$ cat config.mk
export PLATFORM = sky130hd
export DESIGN_NAME = tmr_bank
export DESIGN_NICKNAME = d
export VERILOG_FILES = /design/src/rtl/tmr_pkg.sv /design/src/rtl/tmr_chan.sv /design/src/rtl/tmr_stamp.sv /design/src/rtl/tmr_bank.sv
export SDC_FILE = /design/constraint.sdc
export NUM_CORES = 1
export LEC_CHECK = 0
export CORE_MARGIN = 5
export CORE_UTILIZATION = 60
export CTS_BUF_LIST = sky130_fd_sc_hd__clkbuf_16
export DETAILED_ROUTE_END_ITERATION = 16
export PLACE_DENSITY = 0.91
export SYNTH_ARGS = -nofsm -noshare
export SYNTH_HDL_FRONTEND = slang
export SYNTH_HIERARCHICAL = 1
export SYNTH_SLANG_ARGS = --single-unit
$ cat constraint.sdc
create_clock -name clk -period 3.6 [get_ports clk]
set_input_delay 0.54 -clock clk [delete_from_list [all_inputs] [get_ports clk]]
set_output_delay 0.54 -clock clk [all_outputs]
set_load 0.1 [all_outputs]
$ cat src/rtl/tmr_pkg.sv
package tmr_pkg;
  localparam int NUM_CH       = 3;
  localparam int CTRL_EN_BIT  = 7;
  localparam int CTRL_PER_BIT = 6;
  localparam int CTRL_SLW_BIT = 3;
  localparam int STAMP_EN_BIT = 8;
  localparam logic [7:0] STAMP_LO_OFF = 8'h60;
  localparam logic [7:0] STAMP_HI_OFF = 8'h64;

  typedef enum logic [1:0] {
    REG_LOAD  = 2'd0,
    REG_VALUE = 2'd1,
    REG_CTRL  = 2'd2,
    REG_CLEAR = 2'd3
  } chan_reg_e;

  typedef struct packed {
    logic en;
    logic periodic;
    logic slow;
  } chan_ctrl_t;

  function automatic logic [7:0] chan_base(input int idx);
    case (idx)
      0:       return 8'h00;
      1:       return 8'h20;
      default: return 8'h80;
    endcase
  endfunction

  function automatic int chan_width(input int idx, input int narrow_w, input int wide_w);
    return (idx == NUM_CH - 1) ? wide_w : narrow_w;
  endfunction
endpackage

$ cat src/rtl/tmr_chan.sv
module tmr_chan
  import tmr_pkg::*;
#(
  parameter int W = 16
) (
  input  logic             clk,
  input  logic             rst,
  input  logic             wr_load,
  input  logic             wr_ctrl,
  input  logic             wr_clear,
  input  logic [W-1:0]     load_data,
  input  chan_ctrl_t       ctrl_data,
  input  logic             tick_slow,
  input  logic             tick_fast,
  output logic [W-1:0]     load_q,
  output logic [W-1:0]     cnt_q,
  output chan_ctrl_t       ctrl_q,
  output logic             irq
);
  logic step;
  logic underflow;

  function automatic logic [W-1:0] count_next(input logic [W-1:0] c,
                                              input logic [W-1:0] ld,
                                              input logic per);
    if (c == '0) return per ? ld : {W{1'b1}};
    return c - 1'b1;
  endfunction

  assign step      = ctrl_q.en && (ctrl_q.slow ? tick_slow : tick_fast);
  assign underflow = step && (cnt_q == '0) && !wr_load;

  always_ff @(posedge clk) begin
    if (rst) begin
      load_q <= '0;
      cnt_q  <= '0;
      ctrl_q <= '0;
      irq    <= 1'b0;
    end else begin
      if (wr_ctrl) ctrl_q <= ctrl_data;
      if (wr_load) begin
        load_q <= load_data;
        cnt_q  <= load_data;
      end else if (step) begin
        cnt_q <= count_next(cnt_q, load_q, ctrl_q.periodic);
      end
      if (underflow)                      irq <= 1'b1;
      else if (!ctrl_q.en || wr_clear)    irq <= 1'b0;
    end
  end

  a_r3_load_copies: assert property (@(posedge clk) disable iff (rst)
    wr_load |=> cnt_q == $past(load_data));
  a_r4_idle_holds: assert property (@(posedge clk) disable iff (rst)
    (!wr_load && !step) |=> $stable(cnt_q));
  a_r5_periodic_reload: assert property (@(posedge clk) disable iff (rst)
    (underflow && ctrl_q.periodic) |=> cnt_q == $past(load_q));
  a_r6_wrap_all_ones: assert property (@(posedge clk) disable iff (rst)
    (underflow && !ctrl_q.periodic) |=> (&cnt_q));
  a_r7_underflow_raises: assert property (@(posedge clk) disable iff (rst)
    underflow |=> irq);
  a_r7_clear_drops: assert property (@(posedge clk) disable iff (rst)
    (wr_clear && !underflow) |=> !irq);
  a_r8_disable_drops: assert property (@(posedge clk) disable iff (rst)
    !ctrl_q.en |=> !irq);
endmodule

$ cat src/rtl/tmr_stamp.sv
module tmr_stamp
  import tmr_pkg::*;
#(
  parameter int W  = 40,
  parameter int DW = 32
) (
  input  logic          clk,
  input  logic          rst,
  input  logic          wr_hi,
  input  logic          en_data,
  input  logic          tick,
  output logic [W-1:0]  cnt_q,
  output logic          en_q
);
  function automatic logic [W-1:0] bump(input logic [W-1:0] c);
    return c + 1'b1;
  endfunction

  always_ff @(posedge clk) begin
    if (rst) begin
      cnt_q <= '0;
      en_q  <= 1'b0;
    end else begin
      if (wr_hi) en_q <= en_data;
      if (wr_hi && !en_data)  cnt_q <= '0;
      else if (en_q && tick)  cnt_q <= bump(cnt_q);
    end
  end

  a_r10_stopped_is_zero: assert property (@(posedge clk) disable iff (rst)
    !en_q |-> cnt_q == '0);
  a_r9_counts_up: assert property (@(posedge clk) disable iff (rst)
    (en_q && tick && !wr_hi) |=> cnt_q == $past(cnt_q) + 1'b1);
  a_r9_holds_without_tick: assert property (@(posedge clk) disable iff (rst)
    (!tick && !wr_hi) |=> $stable(cnt_q));
endmodule

$ cat src/rtl/tmr_bank.sv
module tmr_bank
  import tmr_pkg::*;
#(
  parameter int NARROW_W = 16,
  parameter int WIDE_W   = 32,
  parameter int STAMP_W  = 40,
  parameter int ADDR_W   = 8,
  parameter int DATA_W   = 32
) (
  input  logic               clk,
  input  logic               rst,
  input  logic               bus_wr,
  input  logic [ADDR_W-1:0]  bus_addr,
  input  logic [DATA_W-1:0]  bus_wdata,
  output logic [DATA_W-1:0]  bus_rdata,
  input  logic               tick_slow,
  input  logic               tick_fast,
  output logic [NUM_CH-1:0]  irq
);
  localparam int HI_W = STAMP_W - DATA_W;

  logic [DATA_W-1:0] ch_rd [NUM_CH];
  chan_reg_e         reg_sel;
  chan_ctrl_t        ctrl_wr;

  assign reg_sel = chan_reg_e'(bus_addr[3:2]);
  assign ctrl_wr = '{en:       bus_wdata[CTRL_EN_BIT],
                     periodic: bus_wdata[CTRL_PER_BIT],
                     slow:     bus_wdata[CTRL_SLW_BIT]};

  for (genvar ch = 0; ch < NUM_CH; ch++) begin : g_ch
    localparam int CW = chan_width(ch, NARROW_W, WIDE_W);
    logic          hit;
    logic [CW-1:0] load_q, cnt_q;
    chan_ctrl_t    ctrl_q;

    assign hit = (bus_addr[ADDR_W-1:4] == chan_base(ch)[ADDR_W-1:4]) &&
                 (bus_addr[1:0] == 2'b00);

    tmr_chan #(.W(CW)) u_chan (
      .clk       (clk),
      .rst       (rst),
      .wr_load   (bus_wr && hit && reg_sel == REG_LOAD),
      .wr_ctrl   (bus_wr && hit && reg_sel == REG_CTRL),
      .wr_clear  (bus_wr && hit && reg_sel == REG_CLEAR),
      .load_data (bus_wdata[CW-1:0]),
      .ctrl_data (ctrl_wr),
      .tick_slow (tick_slow),
      .tick_fast (tick_fast),
      .load_q    (load_q),
      .cnt_q     (cnt_q),
      .ctrl_q    (ctrl_q),
      .irq       (irq[ch])
    );

    always_comb begin
      ch_rd[ch] = '0;
      if (hit) begin
        case (reg_sel)
          REG_LOAD:  ch_rd[ch] = DATA_W'(load_q);
          REG_VALUE: ch_rd[ch] = DATA_W'(cnt_q);
          REG_CTRL: begin
            ch_rd[ch][CTRL_EN_BIT]  = ctrl_q.en;
            ch_rd[ch][CTRL_PER_BIT] = ctrl_q.periodic;
            ch_rd[ch][CTRL_SLW_BIT] = ctrl_q.slow;
          end
          default:   ch_rd[ch] = '0;
        endcase
      end
    end
  end

  logic [STAMP_W-1:0] st_cnt;
  logic               st_en;
  logic               st_wr_hi;

  assign st_wr_hi = bus_wr && (bus_addr == ADDR_W'(STAMP_HI_OFF));

  tmr_stamp #(.W(STAMP_W), .DW(DATA_W)) u_stamp (
    .clk     (clk),
    .rst     (rst),
    .wr_hi   (st_wr_hi),
    .en_data (bus_wdata[STAMP_EN_BIT]),
    .tick    (tick_fast),
    .cnt_q   (st_cnt),
    .en_q    (st_en)
  );

  always_comb begin
    bus_rdata = '0;
    for (int ch = 0; ch < NUM_CH; ch++) bus_rdata = bus_rdata | ch_rd[ch];
    if (bus_addr == ADDR_W'(STAMP_LO_OFF)) bus_rdata = st_cnt[DATA_W-1:0];
    if (bus_addr == ADDR_W'(STAMP_HI_OFF)) begin
      bus_rdata = '0;
      bus_rdata[HI_W-1:0]   = st_cnt[STAMP_W-1:DATA_W];
      bus_rdata[STAMP_EN_BIT] = st_en;
    end
  end

  a_r2_one_channel_decoded: assert property (@(posedge clk) disable iff (rst)
    $onehot0({g_ch[0].hit, g_ch[1].hit, g_ch[2].hit}));
endmodule

==> results of run 1 <==
-- area by class of cell --
| type | count | area share [%] |
|---|---|---|
| multi-input combinational | 1023 | 54.9 |
| timing repair buffer | 113 | 10.5 |
| tap | 265 | 2.47 |
| inverter | 39 | 1.09 |
| sequential | 181 | 27.0 |
| clock buffer | 17 | 3.17 |
| clock inverter | 13 | 0.895 |
-- cell families (layout without fill, tap and decap cells) --
group,after synthesis,after routing
AO/OA/AOI/OAI,327,327
buffers and inverters,153,182
AND/OR/NAND/NOR,526,526
flip-flops,181,181
adder cells (fa/ha/maj),7,7
XOR/XNOR,39,39
multiplexers,124,124
-- power groups by stage --
stage / Sequential, mW / Clock (mW) / Combinational [mW]
finish: 2.04 / 1.80 / 0.570
global route: 2.04 / 1.89 / 0.605
CTS: 2.04 / 1.80 / 0.549
detailed placement: 2.09 / 0 / 0.544
global placement: 2.09 / 0 / 0.537
floorplan: 2.07 / 0 / 0.411
-- worst min-delay path: cells and delay by family, from the launching register on --
family	cells	cell delay, ns
muxes	1	0.06
and+or+nand+nor	1	0.06
DFF	1	0.33
-- routing by layer --
metal | part of all wire, % | up-vias | wire length, um | GRT usage [%]
met5 | 0.030 | - | 11 | 0
met2 | 46 | 875 | 17100 | 53.1
met1 | 36 | 5414 | 13400 | 39.9
met4 | 6.6 | 2 | 2450 | 19.5
li1 | - | 5200 | - | -
met3 | 11 | 222 | 3970 | 6.30
-- final timing paths --
check / from / to / slack (ns) / cells after the start
worst min register to register: u_stamp/cnt_q[39] / u_stamp/cnt_q[39] / 0.50 / 2
worst max register to register: g_ch[2].u_chan/cnt_q[8] / g_ch[2].u_chan/cnt_q[2] / 0.83 / 6
worst min-delay path: u_stamp/cnt_q[39] / u_stamp/cnt_q[39] / 0.50 / 2
worst max-delay path: bus_addr[6] / bus_rdata[17] / 0.14 / 5
-- state kept, by name (all words and copies together) (netlist names) --
signal / count
u_stamp/cnt_q: 40
g_ch.u_chan/load_q: 64
u_stamp/en_q: 1
g_ch.u_chan/ctrl_q: 9
g_ch.u_chan/irq: 3
g_ch.u_chan/cnt_q: 64
-- cell usage in the layout (no fill, tap or decap), types with 26 or more instances in the layout --
master / synthesis / final
nand4_1: 26 / 26
nand3_1: 38 / 38
inv_1: 39 / 41
nor4_1: 31 / 31
nor3_1: 46 / 43
buf_12: 0 / 36
clkdlybuf4s50_1: 0 / 45
buf_4: 3 / 31
nand2_1: 58 / 58
a21oi_1: 67 / 67
nor2_1: 158 / 158
a22oi_1: 40 / 33
dfxtp_1: 181 / 181
mux2i_1: 108 / 108
-- stage by stage --
| step | hold slack [ns] | std cells | utilization, % |
|---|---|---|---|
| floorplan | 0.442 | 1357 | - |
| global placement | 0.461 | 1621 | 66.6 |
| detailed placement | 0.471 | 1621 | 66.6 |
| CTS | 0.492 | 1651 | 69.4 |
| global route | 0.521 | 1651 | 69.4 |
| finish | 0.499 | 1651 | 69.4 |
==> flow_summary.ini, run 1 <==
[status]
status = finished clean

[cts]
cts_resized = 0
cts_tree = done
path_clk_slew_ns = 0.06
clkSinkCount = 181
cts_root_buffer = clkbuf_16
cts_buffers = 17
postCtsSetupRepairBufs = 0
clk_latency_ns = 0.44
cts-htree-levels = 4
hold_buffers = 0
clockBufferDepth = 2

[yosys]
synth.most_common_cell = dfxtp_1
synth_common_cells = dfxtp_1, nor2_1, mux2i_1
synth.distinct_cells = 85
syn_nets = 1409
synthesis.area_um2 = 11700
synth_compound_area_share_pct = 21.1
synth-edff-count = 0
synth_top_family_by_area = simple AND/OR/NAND/NOR gates
yosys.area.top_type_share_pct = 31.0
synth-adder-area-share_pct = 0.749
yosysWarnings = 6
synth_seq_area_share_pct = 31.0
avgSynthCellArea_um2 = 8.62
async_reset_ff_share_pct = 0
yosysTopAreaCell = dfxtp_1
synth.area.top_cells = dfxtp_1, mux2i_1, nor2_1, a21oi_1, a22oi_1
synth_xor_area_share_pct = 2.92
syn_inst = 1357
synth_simple_gate_area_share_pct = 25.5
ys_ff_latch = 181
muxShareOfSynthArea_pct = 12.0
synthFlopType = dfxtp_1

[grt]
grt_pass1_vias = 10990
antenna_found_initial = 1
grtUsageTotal_pct = 32.5
grt_max_degree = 69
overflow = 0
grt_pass1_wl_um = 58200

[power]
peakVddDrop_v = 0.000315
power.density_nw_per_um2 = 328
p_sw_mw = 1.19
clkPwrFrac_pct = 40.7
seqPwrFrac_pct = 46.3
comb_power_share_pct = 12.9
leakage_nw = 4.57
power_mw = 4.41
netSwitchingFraction_pct = 26.9
power.internal_mw = 3.22

[cells_and_area]
seq_area_um2 = 3620
stdcell_area_um2 = 13400
nets = 1427
fillers = 1385
synthToLayoutAreaGrowth_pct = 14.7
antenna_cells = 0
multi_input_area_um2 = 7360
drive_gt1_share_pct = 13.0

[setup_path]
worstPathMaxFanout = 16
crit_type = in2out
cp_num_buf_inv = 2
end_kind = output pin
path_delay_family = simple AND/OR/NAND/NOR gates
slowest_stage = or3_1
cp.required_ns = 3.06
slowest_delay_ns = 0.66
path_cells = clkdlybuf4s50_1 > or3b_4 > or3_1 > o2bb2ai_1 > buf_12
arrival_ns = 2.92
start_kind = input pin

[place]
portBuffers = 79
placed_cell_area_um2 = 12900
hpwl_um = 26000
place_congestion = 1.01
pre_cts_ws_ns = 0.0418

[timing]
tightest_slew_ns = 1.11
setup_slack_ns = 0.141
fin_crit_sh_pct = 96.1
rsz0062_at_grt = no
maxSlewHeadroom_pct = 25.2
tns_ns = 0
finalSetupViolations = 0
slew_violations = 0
min_period_ns = 3.46
hold_violations = 0
clock.fmax_mhz = 289
finClkSkew_ns = 0.00850

[run]
max_cap_viol_count = 0

[routing]
drt-initial-drc-count = 1825
dr_total_vias = 11713
totalWireLength_um = 36900
drcViolationCount = 0
viasPerCell = 7.09
first_pass_iters = 7
drt.antenna.violating_nets = 0
wire_per_inst_um = 22.4

[die]
fp.dieH_um = 150
ios = 80
dieArea_um2 = 22400
rows = 51
initial_core_util_pct = 60.5
core_area_um2 = 19300
die_width_um = 150

[worst_hold_path]
hold_class = reg2reg
Note: power is estimated with default switching activity, not from simulation.
==> inputs of run 2 (changes only) <==
CELL_PAD_IN_SITES_DETAIL_PLACEMENT = 1   (was unset)
CELL_PAD_IN_SITES_GLOBAL_PLACEMENT = 1   (was unset)
CORE_UTILIZATION = 46   (was 60)
SLEW_MARGIN = 20   (was unset)
==> run 2 against run 1 <==
Net effect:
- combinational power up 4.4%
- final area up 1.9%
- critical path depth up 1
- final cell count up 4.4%
- sequential power about the same
- register-to-register slack about the same
- critical endpoint is now bus_rdata[2]
==> flow_summary.ini, run 2 (same netlist as run 1, synthesis figures left out) <==
[cts]
cts_root_buffer = clkbuf_16
cts_buffers = 17
clkSinkCount = 181
clk_latency_ns = 0.46
cts_tree = done
clockBufferDepth = 2
hold_buffers = 0
cts-htree-levels = 4
cts_resized = 0
path_clk_slew_ns = 0.07
postCtsSetupRepairBufs = 0

[setup_path]
crit_type = in2out
end_kind = output pin
cp.required_ns = 3.06
arrival_ns = 2.96
start_kind = input pin
cp_num_buf_inv = 3
slowest_delay_ns = 0.87
path_delay_family = buffers and inverters
path_cells = clkdlybuf4s50_1 > buf_4 > mux4_2 > a22oi_1 > a311oi_2 > buf_12
slowest_stage = clkdlybuf4s50_1
worstPathMaxFanout = 12

[power]
peakVddDrop_v = 0.000253
power_mw = 4.79
power.density_nw_per_um2 = 351
leakage_nw = 4.64

[routing]
viasPerCell = 6.95
totalWireLength_um = 45900
drt.antenna.violating_nets = 0
first_pass_iters = 5
dr_total_vias = 11987
drcViolationCount = 0
drt-initial-drc-count = 1267
wire_per_inst_um = 26.6

[timing]
maxSlewHeadroom_pct = 24.0
min_period_ns = 3.50
fin_crit_sh_pct = 97.1
timing.hold.ws_ns = 0.493
slew_violations = 0
hold_violations = 0
finClkSkew_ns = 0.0109
tns_ns = 0
tightest_slew_ns = 1.14
clock.fmax_mhz = 286
rsz0062_at_grt = no
finalSetupViolations = 0
setup_slack_ns = 0.104

[cells_and_area]
layout_commonest_cell = dfxtp_1
drive_gt1_share_pct = 13.8
nets = 1434
reg_top3 = g_ch.u_chan/cnt_q: 64 flops, g_ch.u_chan/load_q: 64 flops, u_stamp/cnt_q: 40 flops
fillers = 2924
stdcell_area_um2 = 13700
antenna_cells = 0
layout_common_cells = dfxtp_1, nor2_1, mux2i_1
instances_no_fill = 1724
synthToLayoutAreaGrowth_pct = 16.9
final_util_pct = 54.4

[grt]
grt_pass1_vias = 12331
grtUsageTotal_pct = 30.9
overflow = 0
grt_max_degree = 78
grt_pass1_wl_um = 70400
antenna_found_initial = 1

[run]
max_cap_viol_count = 0

[place]
placed_cell_area_um2 = 13000
place_congestion = 0.997
placed_cells = 1693
pre_cts_ws_ns = 0.131
portBuffers = 79
hpwl_um = 31300

[die]
core_area_um2 = 25100
initial_core_util_pct = 46.6
fp.dieH_um = 169
die_width_um = 169
dieArea_um2 = 28700
rows = 58
ios = 80

[worst_hold_path]
hold_class = reg2reg

[status]
status = finished clean
## run 2: cell count changes in the layout (fill, tap and decap cells not counted), sizes merged
cell / change
buf: +7
bufinv: +3
clkinv: -7
clkinvlp: +2
inv: +3
## run 2: final timing paths
path / from / to / slack [ns] / cells after the start
min reg2reg: u_stamp/cnt_q[39] / u_stamp/cnt_q[39] / 0.49 / 2
max: bus_addr[5] / bus_rdata[2] / 0.10 / 6
min: u_stamp/cnt_q[39] / u_stamp/cnt_q[39] / 0.49 / 2
max reg2reg: g_ch[2].u_chan/cnt_q[18] / g_ch[2].u_chan/cnt_q[25] / 0.82 / 6
## run 2: worst register-to-register path: stages, from the launching register on
cell,delay [ns]
dfxtp_1,0.39
or4_4,0.61
nor4_2,0.43
and4_1,0.52
nand3_2,0.33
o22ai_1,0.30
nor3_1,0.08
## run 2: metal layers
layer  GRT usage, %  up-vias  wire length [um]
li1               -     5195                 -
met1           35.7     5969             17300
met2           53.7      620             22500
met3           6.29      201              3330
met4           16.8        2              2760
met5              0        -                20
## run 2: final cells by class
type | instances | area (um2) | area share [%]
multi-input cells | 1023 | 7360 | 53.9
flip-flops and latches | 181 | 3620 | 26.5
repair buffers | 120 | 1470 | 10.8
clock buffers | 17 | 425 | 3.11
well taps | 330 | 413 | 3.02
clock inverters | 14 | 224 | 1.64
inverters | 39 | 146 | 1.07
## run 2: report_power, final
part	total (mW)	leakage, nW	switching, mW	internal [mW]
sequential	2.04	1.46	0.0297	2.01
clock	2.16	0.314	0.917	1.24
combinational	0.595	2.87	0.384	0.212
total	4.79	4.64	1.33	3.46
==> inputs of run 3 (changes only) <==
SKIP_LAST_GASP = 1   (was unset)
==> results of run 3 <==
Same layout as run 2: the final DEF is identical, and so are final timing and power.
